## config.mk

```make
export PLATFORM = sky130hd
export DESIGN_NAME = clkseq_top
export DESIGN_NICKNAME = d
export VERILOG_FILES = /design/src/rtl/clkseq_pkg.sv /design/src/rtl/clkseq_rst_sync.sv /design/src/rtl/clkseq_div.sv /design/src/rtl/clkseq_seq.sv /design/src/rtl/clkseq_strobe.sv /design/src/rtl/clkseq_top.sv
export SDC_FILE = /design/constraint.sdc
export NUM_CORES = 1
export LEC_CHECK = 0
export BUFFER_PORTS_ARGS = -buffer_cell sky130_fd_sc_hd__buf_2
export CAP_MARGIN = 10
export CORE_AREA = 3 3 40 42
export CTS_CLUSTER_SIZE = 20
export DETAILED_ROUTE_END_ITERATION = 10
export DIE_AREA = 0 0 43 45
export GPL_TIMING_DRIVEN = 0
export PLACE_DENSITY_LB_ADDON = 0.12
export SLEW_MARGIN = 10
export SYNTH_ARGS = -nofsm -noshare
export SYNTH_HDL_FRONTEND = slang
export SYNTH_SLANG_ARGS = --single-unit
export TNS_END_PERCENT = 10
```

## constraint.sdc

```tcl
create_clock -name clk_osc -period 0.95 [get_ports clk_osc]
set_clock_uncertainty 0.2 [all_clocks]
set_input_delay 0.1425 -clock clk_osc [delete_from_list [all_inputs] [get_ports clk_osc]]
set_output_delay 0.1425 -clock clk_osc [all_outputs]
set_load 0.02 [all_outputs]
```

## src/rtl/clkseq_pkg.sv

```systemverilog
package clkseq_pkg;
  typedef struct packed {
    logic ale;
    logic psen;
  } strobe_t;
endpackage

```

## src/rtl/clkseq_rst_sync.sv

```systemverilog
module clkseq_rst_sync #(
  parameter int STAGES = 2
) (
  input  logic clk,
  input  logic rst_n,
  output logic rst_n_sync
);
  logic [STAGES-1:0] chain_q;
  logic [STAGES-1:0] chain_nx;

  always_comb chain_nx = {chain_q[STAGES-2:0], 1'b1};

  always_ff @(posedge clk or negedge rst_n) begin
    if (!rst_n) chain_q <= '0;
    else        chain_q <= chain_nx;
  end

  assign rst_n_sync = chain_q[STAGES-1];
endmodule

```

## src/rtl/clkseq_div.sv

```systemverilog
module clkseq_div (
  input  logic clk,
  input  logic rst_n,
  input  logic x2_req,
  output logic core_ce,
  output logic mode_x2,
  output logic div_ph
);
  logic div_q, div_nx;
  logic mode_q, mode_nx;

  // The divided clock rises at an edge where div_q is low beforehand; only there is the mode bit captured.
  always_comb begin
    div_nx  = ~div_q;
    mode_nx = div_q ? mode_q : x2_req;
  end

  always_ff @(posedge clk or negedge rst_n) begin
    if (!rst_n) begin
      div_q  <= 1'b0;
      mode_q <= 1'b0;
    end else begin
      div_q  <= div_nx;
      mode_q <= mode_nx;
    end
  end

  assign core_ce = mode_q | div_q;
  assign mode_x2 = mode_q;
  assign div_ph  = div_q;
endmodule

```

## src/rtl/clkseq_seq.sv

```systemverilog
module clkseq_seq #(
  parameter int NUM_STATES = 6,
  parameter int SW = 3
) (
  input  logic          clk,
  input  logic          rst_n,
  input  logic          core_ce,
  input  logic          data_req,
  output logic [SW-1:0] st_cur,
  output logic [SW-1:0] st_next,
  output logic          dac_next
);
  localparam logic [SW-1:0] FIRST = SW'(1);
  localparam logic [SW-1:0] LAST  = SW'(NUM_STATES);

  logic [SW-1:0] st_q, st_nx;
  logic          dac_q, dac_nx;
  logic          wrap;

  always_comb begin
    wrap   = core_ce && (st_q == LAST);
    st_nx  = st_q;
    dac_nx = dac_q;
    if (core_ce) st_nx = wrap ? FIRST : st_q + FIRST;
    if (wrap)    dac_nx = data_req;
  end

  always_ff @(posedge clk or negedge rst_n) begin
    if (!rst_n) begin
      st_q  <= FIRST;
      dac_q <= 1'b0;
    end else begin
      st_q  <= st_nx;
      dac_q <= dac_nx;
    end
  end

  assign st_cur   = st_q;
  assign st_next  = st_nx;
  assign dac_next = dac_nx;
endmodule

```

## src/rtl/clkseq_strobe.sv

```systemverilog
module clkseq_strobe
  import clkseq_pkg::*;
#(
  parameter int NUM_STATES = 6,
  parameter int SW = 3
) (
  input  logic          clk,
  input  logic          rst_n,
  input  logic [SW-1:0] st_next,
  input  logic          dac_next,
  output strobe_t       strb
);
  localparam int HALF  = NUM_STATES / 2;
  localparam int SLOTS = 2 ** SW;

  logic [SLOTS-1:0] ale_mask;
  logic [SLOTS-1:0] psen_mask;
  logic [SLOTS-1:0] first_mask;

  for (genvar s = 0; s < SLOTS; s++) begin : g_mask
    assign ale_mask[s]   = (s == 1) || (s == HALF + 1);
    assign first_mask[s] = (s == 1);
    assign psen_mask[s]  = ((s >= 2) && (s <= HALF)) ||
                           ((s >= HALF + 2) && (s <= NUM_STATES));
  end

  strobe_t strb_q, strb_nx;

  always_comb begin
    strb_nx.ale  = ale_mask[st_next] && (first_mask[st_next] || !dac_next);
    strb_nx.psen = psen_mask[st_next] && !dac_next;
  end

  always_ff @(posedge clk or negedge rst_n) begin
    if (!rst_n) strb_q <= '0;
    else        strb_q <= strb_nx;
  end

  assign strb = strb_q;
endmodule

```

## src/rtl/clkseq_top.sv

```systemverilog
module clkseq_top
  import clkseq_pkg::*;
#(
  parameter int NUM_STATES  = 6,
  parameter int SYNC_STAGES = 2,
  localparam int SW = $clog2(NUM_STATES + 1)
) (
  input  logic          clk_osc,
  input  logic          rst_n,
  input  logic          x2_req,
  input  logic          data_req,
  output logic          core_ce,
  output logic [SW-1:0] state_idx,
  output logic          ale,
  output logic          psen
);
  logic          rst_n_i;
  logic          mode_q;
  logic          div_q;
  logic [SW-1:0] st_nx;
  logic          dac_nx;
  strobe_t       strb;

  clkseq_rst_sync #(.STAGES(SYNC_STAGES)) u_rst (
    .clk(clk_osc), .rst_n(rst_n), .rst_n_sync(rst_n_i)
  );

  clkseq_div u_div (
    .clk(clk_osc), .rst_n(rst_n_i), .x2_req(x2_req),
    .core_ce(core_ce), .mode_x2(mode_q), .div_ph(div_q)
  );

  clkseq_seq #(.NUM_STATES(NUM_STATES), .SW(SW)) u_seq (
    .clk(clk_osc), .rst_n(rst_n_i), .core_ce(core_ce), .data_req(data_req),
    .st_cur(state_idx), .st_next(st_nx), .dac_next(dac_nx)
  );

  clkseq_strobe #(.NUM_STATES(NUM_STATES), .SW(SW)) u_strb (
    .clk(clk_osc), .rst_n(rst_n_i), .st_next(st_nx), .dac_next(dac_nx),
    .strb(strb)
  );

  assign ale  = strb.ale;
  assign psen = strb.psen;
endmodule

```

# Word level (Yosys, flattened, before mapping)
# Memory sizes are Yosys's and may differ from the RTL's.
# Index checks and enable logic that the tools add are counted.
# totals
input_bits,4
rom_bits,24
n_memories,3
regBits,10
output_inout_bits,6
# classes
n_reduce_logical,5
muxes,6
bitwise_logic,2
eq_ne,1
add_sub_neg,1
magnitude_cmp,1
# memory_table
memory,depth,width,rd,rd_clocked_by_memory_dff,write_ports,line_no,rtl
(name not given),8,1,1,0,0,clkseq_strobe.sv:31,strb_nx.psen = psen_mask[st_next] && !dac_next;
(name not given),8,1,1,0,0,clkseq_strobe.sv:30,strb_nx.ale = ale_mask[st_next] && (first_mask[st_next] || !dac_next);
(name not given),8,1,1,0,0,clkseq_strobe.sv:30,
# op_table
cell,n
2-to-1 mux 3 bit,2
< comparator 3 x 4 -> 1 bit (second input constant),1
2-to-1 mux 1 bit,4
adder 3 x 1 -> 3 bit (second input constant),1
equality test 3 bit (second input constant),1
logical AND 1 bit,3
zero test 1 bit,1
logical OR 1 bit,1
NOT 1 bit,1
bitwise OR 1 bit,1

# Depth between registers and ports, before layout
# logic_depth
ltp_word,8
depth_mapped,7
depth_no_buf,7

# Cells and area by module
# Synthesis repeated with hierarchy kept, for this count alone.
# hier_totals
cells_unflattened,36
hier_area_um2,449.2
# modules_own_cells
mod,area_each_um2,instances,cells_each,seq_area_each_um2
clkseq_seq,207.7,1,17,101.3
clkseq_strobe,112.6,1,11,50.0
clkseq_div,75.1,1,5,50.0
clkseq_rst_sync,53.8,1,3,50.0

# Least setup slack after synthesis
# Ideal clock, no wire load.
# synth_path
path_type,reg-to-reg
startpoint,"reg u_seq.st_q[0], in the netlist u_seq.st_cur[0]"
endpoint,"reg u_strb.strb_q, in the netlist u_strb.strb[1]"
setup_time_ns,0.078
path_slack_ns,-1.049
stages_incl_launch_ff,7
synth_period_minus_slack_ns,1.999
arrival_ns,1.722
required_time_ns,0.672
path_cell_list,dfstp_2 -> inv_1 -> ha_1 -> o2bb2ai_1 -> mux2_4 -> or3_1 -> a21oi_1
# synth_lines
element,line_no,rtl
start: declaration,clkseq_seq.sv:16,"logic [SW-1:0] st_q, st_nx;"
start signal: assignment,clkseq_seq.sv:33,st_q <= st_nx;
end signal: assignment,clkseq_strobe.sv:36,else strb_q <= strb_nx;
end: declaration,clkseq_strobe.sv:27,"strobe_t strb_q, strb_nx;"

==> results.json <==
{
  "grt_first_pass_wirelength_um": 1350,
  "netlist_cell_types": 20,
  "critPathArrivalTime_ps": 1870,
  "finalHoldWorstSlack_ps": -82.3,
  "cts_hold_buffers": 1,
  "drcViolationCount": 0,
  "failing_checks": "hold timing, setup timing",
  "overflow": 0,
  "cp_cell_sequence": "inv_2 -> ha_4 -> o2bb2ai_2 -> mux2_4 -> or3_1 -> a21oi_1",
  "drv_cap": 0,
  "clockPowerShare_pct": 20.4,
  "number_of_search_and_repair_iterations_in_the_first_detailed_routing_pass": 4,
  "synthDominantAreaCellType": "sky130_fd_sc_hd__dfrtp_1",
  "antenna_found_initial": 0,
  "route.final.wire_length_um": 791,
  "yosys_register_bits": 10,
  "synth_simple_gate_area_share_pct": 8.33,
  "seq_power_share_pct": 37.2,
  "synth_top_family_by_area": "compound AO/OA/AOI/OAI gates",
  "worst_hold_path_type": "in -> reg",
  "slowest_delay_ps": 540,
  "area_of_the_placeable_core_um2": 1280,
  "syn_inst": 34,
  "synth.cell_area_um2": 420,
  "critical_path_peak_fanout": 3,
  "drive_above_1_share_pct": 56.0,
  "number_of_buffers_added_by_the_clock_tree_synthesis_step": 3,
  "power.density_cell_area_nw_per_um2": 3070,
  "syn_to_final_growth_pct": 40.5,
  "outcome": "finished, violations left",
  "critPathRequiredTime_ps": 940,
  "report.final.setup_viol": 13,
  "synth_top_area_share_pct": 53.6,
  "area_of_the_die_um2": 1940,
  "num_io_pins": 10,
  "grt_setup_unrepaired": "yes",
  "route.vias.total": 295,
  "dieWidth_um": 43,
  "number_of_antenna_diodes": 0,
  "period_minus_slack_ps": 1890,
  "synth_fa_ha_area_share_pct": 5.95,
  "fmax_ghz": 0.530,
  "initial_core_util_pct": 32.7,
  "std_cell_rows": 13,
  "ir_worst_vdd_mv": 1.10,
  "swShare_pct": 35.6,
  "grt_max_degree": 9,
  "p_leak_nw": 0.279,
  "synth.top_cells.by_area": "sky130_fd_sc_hd__dfrtp_1 (54%), sky130_fd_sc_hd__dfstp_2 (6.3%), sky130_fd_sc_hd__ha_1 (6.0%)",
  "insertion_delay_ps": 260,
  "htreeDepth": 1,
  "power_mw": 1.81,
  "placement.cell_area_um2": 497,
  "io_buffers": 9,
  "route.detailed.vias_per_inst": 4.54,
  "synth_compound_gate_area_share_pct": 11.9,
  "critPathLaunchType": "flip-flop",
  "detail-route-antenna-nets": 0,
  "finish.instance_area_um2": 591,
  "wl_per_cell_um": 12.2,
  "synth_xor_xnor_area_share_pct": 0,
  "final_slew_violations": 0,
  "crit_slowest_cell": "sky130_fd_sc_hd__dfstp_2",
  "cell_internal_pwr_mw": 1.17,
  "net-switching-power_uw": 645,
  "drt_iter0_markers": 5,
  "first_global_vias": 327,
  "sinks_on_clock_net": 10,
  "worst_slack_ps": -937,
  "power_frac_comb_pct": 42.4,
  "grt_util_all_layers_pct": 9.63,
  "clkTransAtPathRegs_ps": 60,
  "final.fill_count": 132,
  "synthesis.nets": 40,
  "finalCritPeriodShare_pct": 199,
  "synth.yosys.seq_area_share_pct": 59.8,
  "cts_max_path_buffers": 2,
  "cp-end-kind": "flip-flop",
  "die_height_um": 45,
  "hold_viol_final": 12,
  "tritoncts": "yes",
  "cts-root-buf": "sky130_fd_sc_hd__clkbuf_4",
  "fin_nets": 57,
  "criticalPathCategory": "reg -> reg",
  "syn_area_per_cell_um2": 12.4,
  "dp_worst_setup_slack_ps": -1030,
  "synthMuxAreaShare_pct": 8.63,
  "last_weighted_congestion_value_of_the_routability_driven_placer": 0.722,
  "synth.yosys.warnings": 0
}
==> Yosys cell counts (all sizes together) <==
| cell | number |
|---|---|
| dfrtp | 9 |
| inv | 5 |
| a21oi | 2 |
| ha | 2 |
| mux2 | 2 |
| o2bb2ai | 2 |
| a2bb2oi | 1 |
| conb | 1 |
| dfstp | 1 |
| mux2i | 1 |
| nand2 | 1 |
| nand2b | 1 |
| nand3 | 1 |
| nor2 | 1 |
| nor3b | 1 |
| o211ai | 1 |
| o22ai | 1 |
| or3 | 1 |
==> path summary, 6_finish.rpt <==
| kind | start | end | slack, ps | depth (start not counted) |
|---|---|---|---|---|
| max | u_seq.st_cur[0] | u_strb.strb[1] | -940 | 6 |
| min | data_req | u_seq.dac_q | -80 | 3 |
| max reg2reg | u_seq.st_cur[0] | u_strb.strb[1] | -940 | 6 |
| min reg2reg | u_rst.chain_q[1] | u_strb.strb[0] | -70 | 0 |
| max in group asynchronous | u_rst.chain_q[1] | u_seq.st_cur[0] | 330 | 0 |
| min in group asynchronous | u_rst.chain_q[1] | u_strb.strb[0] | -70 | 0 |
==> kinds of logic (layout without fill, tap and decap cells) <==
group                    after synthesis  after routing
other                                  1              1
multiplexers                           3              3
AO/OA/AOI/OAI                          7              7
buffers and inverters                  5             21
flip-flops                            10             10
AND/OR/NAND/NOR                        6              6
adder cells (fa/ha/maj)                2              2
==> sequential cells by signal, summed over array words and instances, names as in the netlist <==
signal         cells
u_div.div_ph       1
u_div.mode_x2      1
u_rst.chain_q      2
u_seq.dac_q        1
u_seq.st_cur       3
u_strb.strb        2
==> worst max-delay path, delay by kind of cell, from the launching register on <==
family | cells | cell delay, ps
buffers and inverters | 1 | 40
flip-flops | 1 | 540
adder cells (fa/ha/maj) | 1 | 160
AO/OA/AOI/OAI | 2 | 250
multiplexers | 1 | 270
AND/OR/NAND/NOR | 1 | 350
==> routing by layer <==
layer  track usage, %  part of all wire (%)
met4             7.23                     0
met1             12.1                    46
met2             15.3                    49
met3             1.20                   4.3
met5                0                     0
==> timing repair <==
action	4_1_cts	5_1_grt
buffers inserted	2	0
hold endpoints to repair	12	10
endpoints found under the setup margin	13	13
pin swaps	2	0
gates resized for setup	11	0
==> area by class of cell <==
type                    count  area, um2  area share [%]
inverters                   5       18.8            3.18
repair buffers             12       85.1            14.4
clock buffers               4       36.3            6.14
multi-input cells          19        178            30.1
flip-flops and latches     10        254            43.0
well taps                  15       18.8            3.18
==> power by group through the flow <==
stage | logic, mW | clock network, mW | registers, mW
after floorplan | 0.324 | 0 | 0.773
after global placement | 0.596 | 0 | 0.663
after detailed placement | 0.627 | 0 | 0.672
after CTS | 0.781 | 0.385 | 0.674
after global routing | 0.848 | 0.399 | 0.694
final | 0.767 | 0.370 | 0.674
==> metrics by stage <==
step | std cells | hold WS (ps) | TNS (ps) | utilization, %
5_1_grt | 65 | -76.6 | -6530 | 46.0
2_1_floorplan | 34 | -353 | -4080 | -
4_1_cts | 65 | -89.7 | -5990 | 46.0
3_3_place_gp | 58 | -273 | -4350 | 38.7
6_report | 65 | -82.3 | -5910 | 46.0
3_5_place_dp | 58 | -272 | -4660 | 38.7
==> placed cells by master (no fill, tap or decap), drive strengths merged <==
cell type,Yosys,final
buf,0,11
dfrtp,9,9
inv,5,5
clkbuf,0,4
a21oi,2,2
o2bb2ai,2,2
mux2,2,2
ha,2,2
nor2,1,1
nand2b,1,1
o22ai,1,1
a2bb2oi,1,1
o211ai,1,1
mux2i,1,1
nand3,1,1
nor3b,1,1
or3,1,1
nand2,1,1
dlygate4sd3,0,1
conb,1,1
dfstp,1,1
No activity file was read; power rests on OpenSTA's default activity.
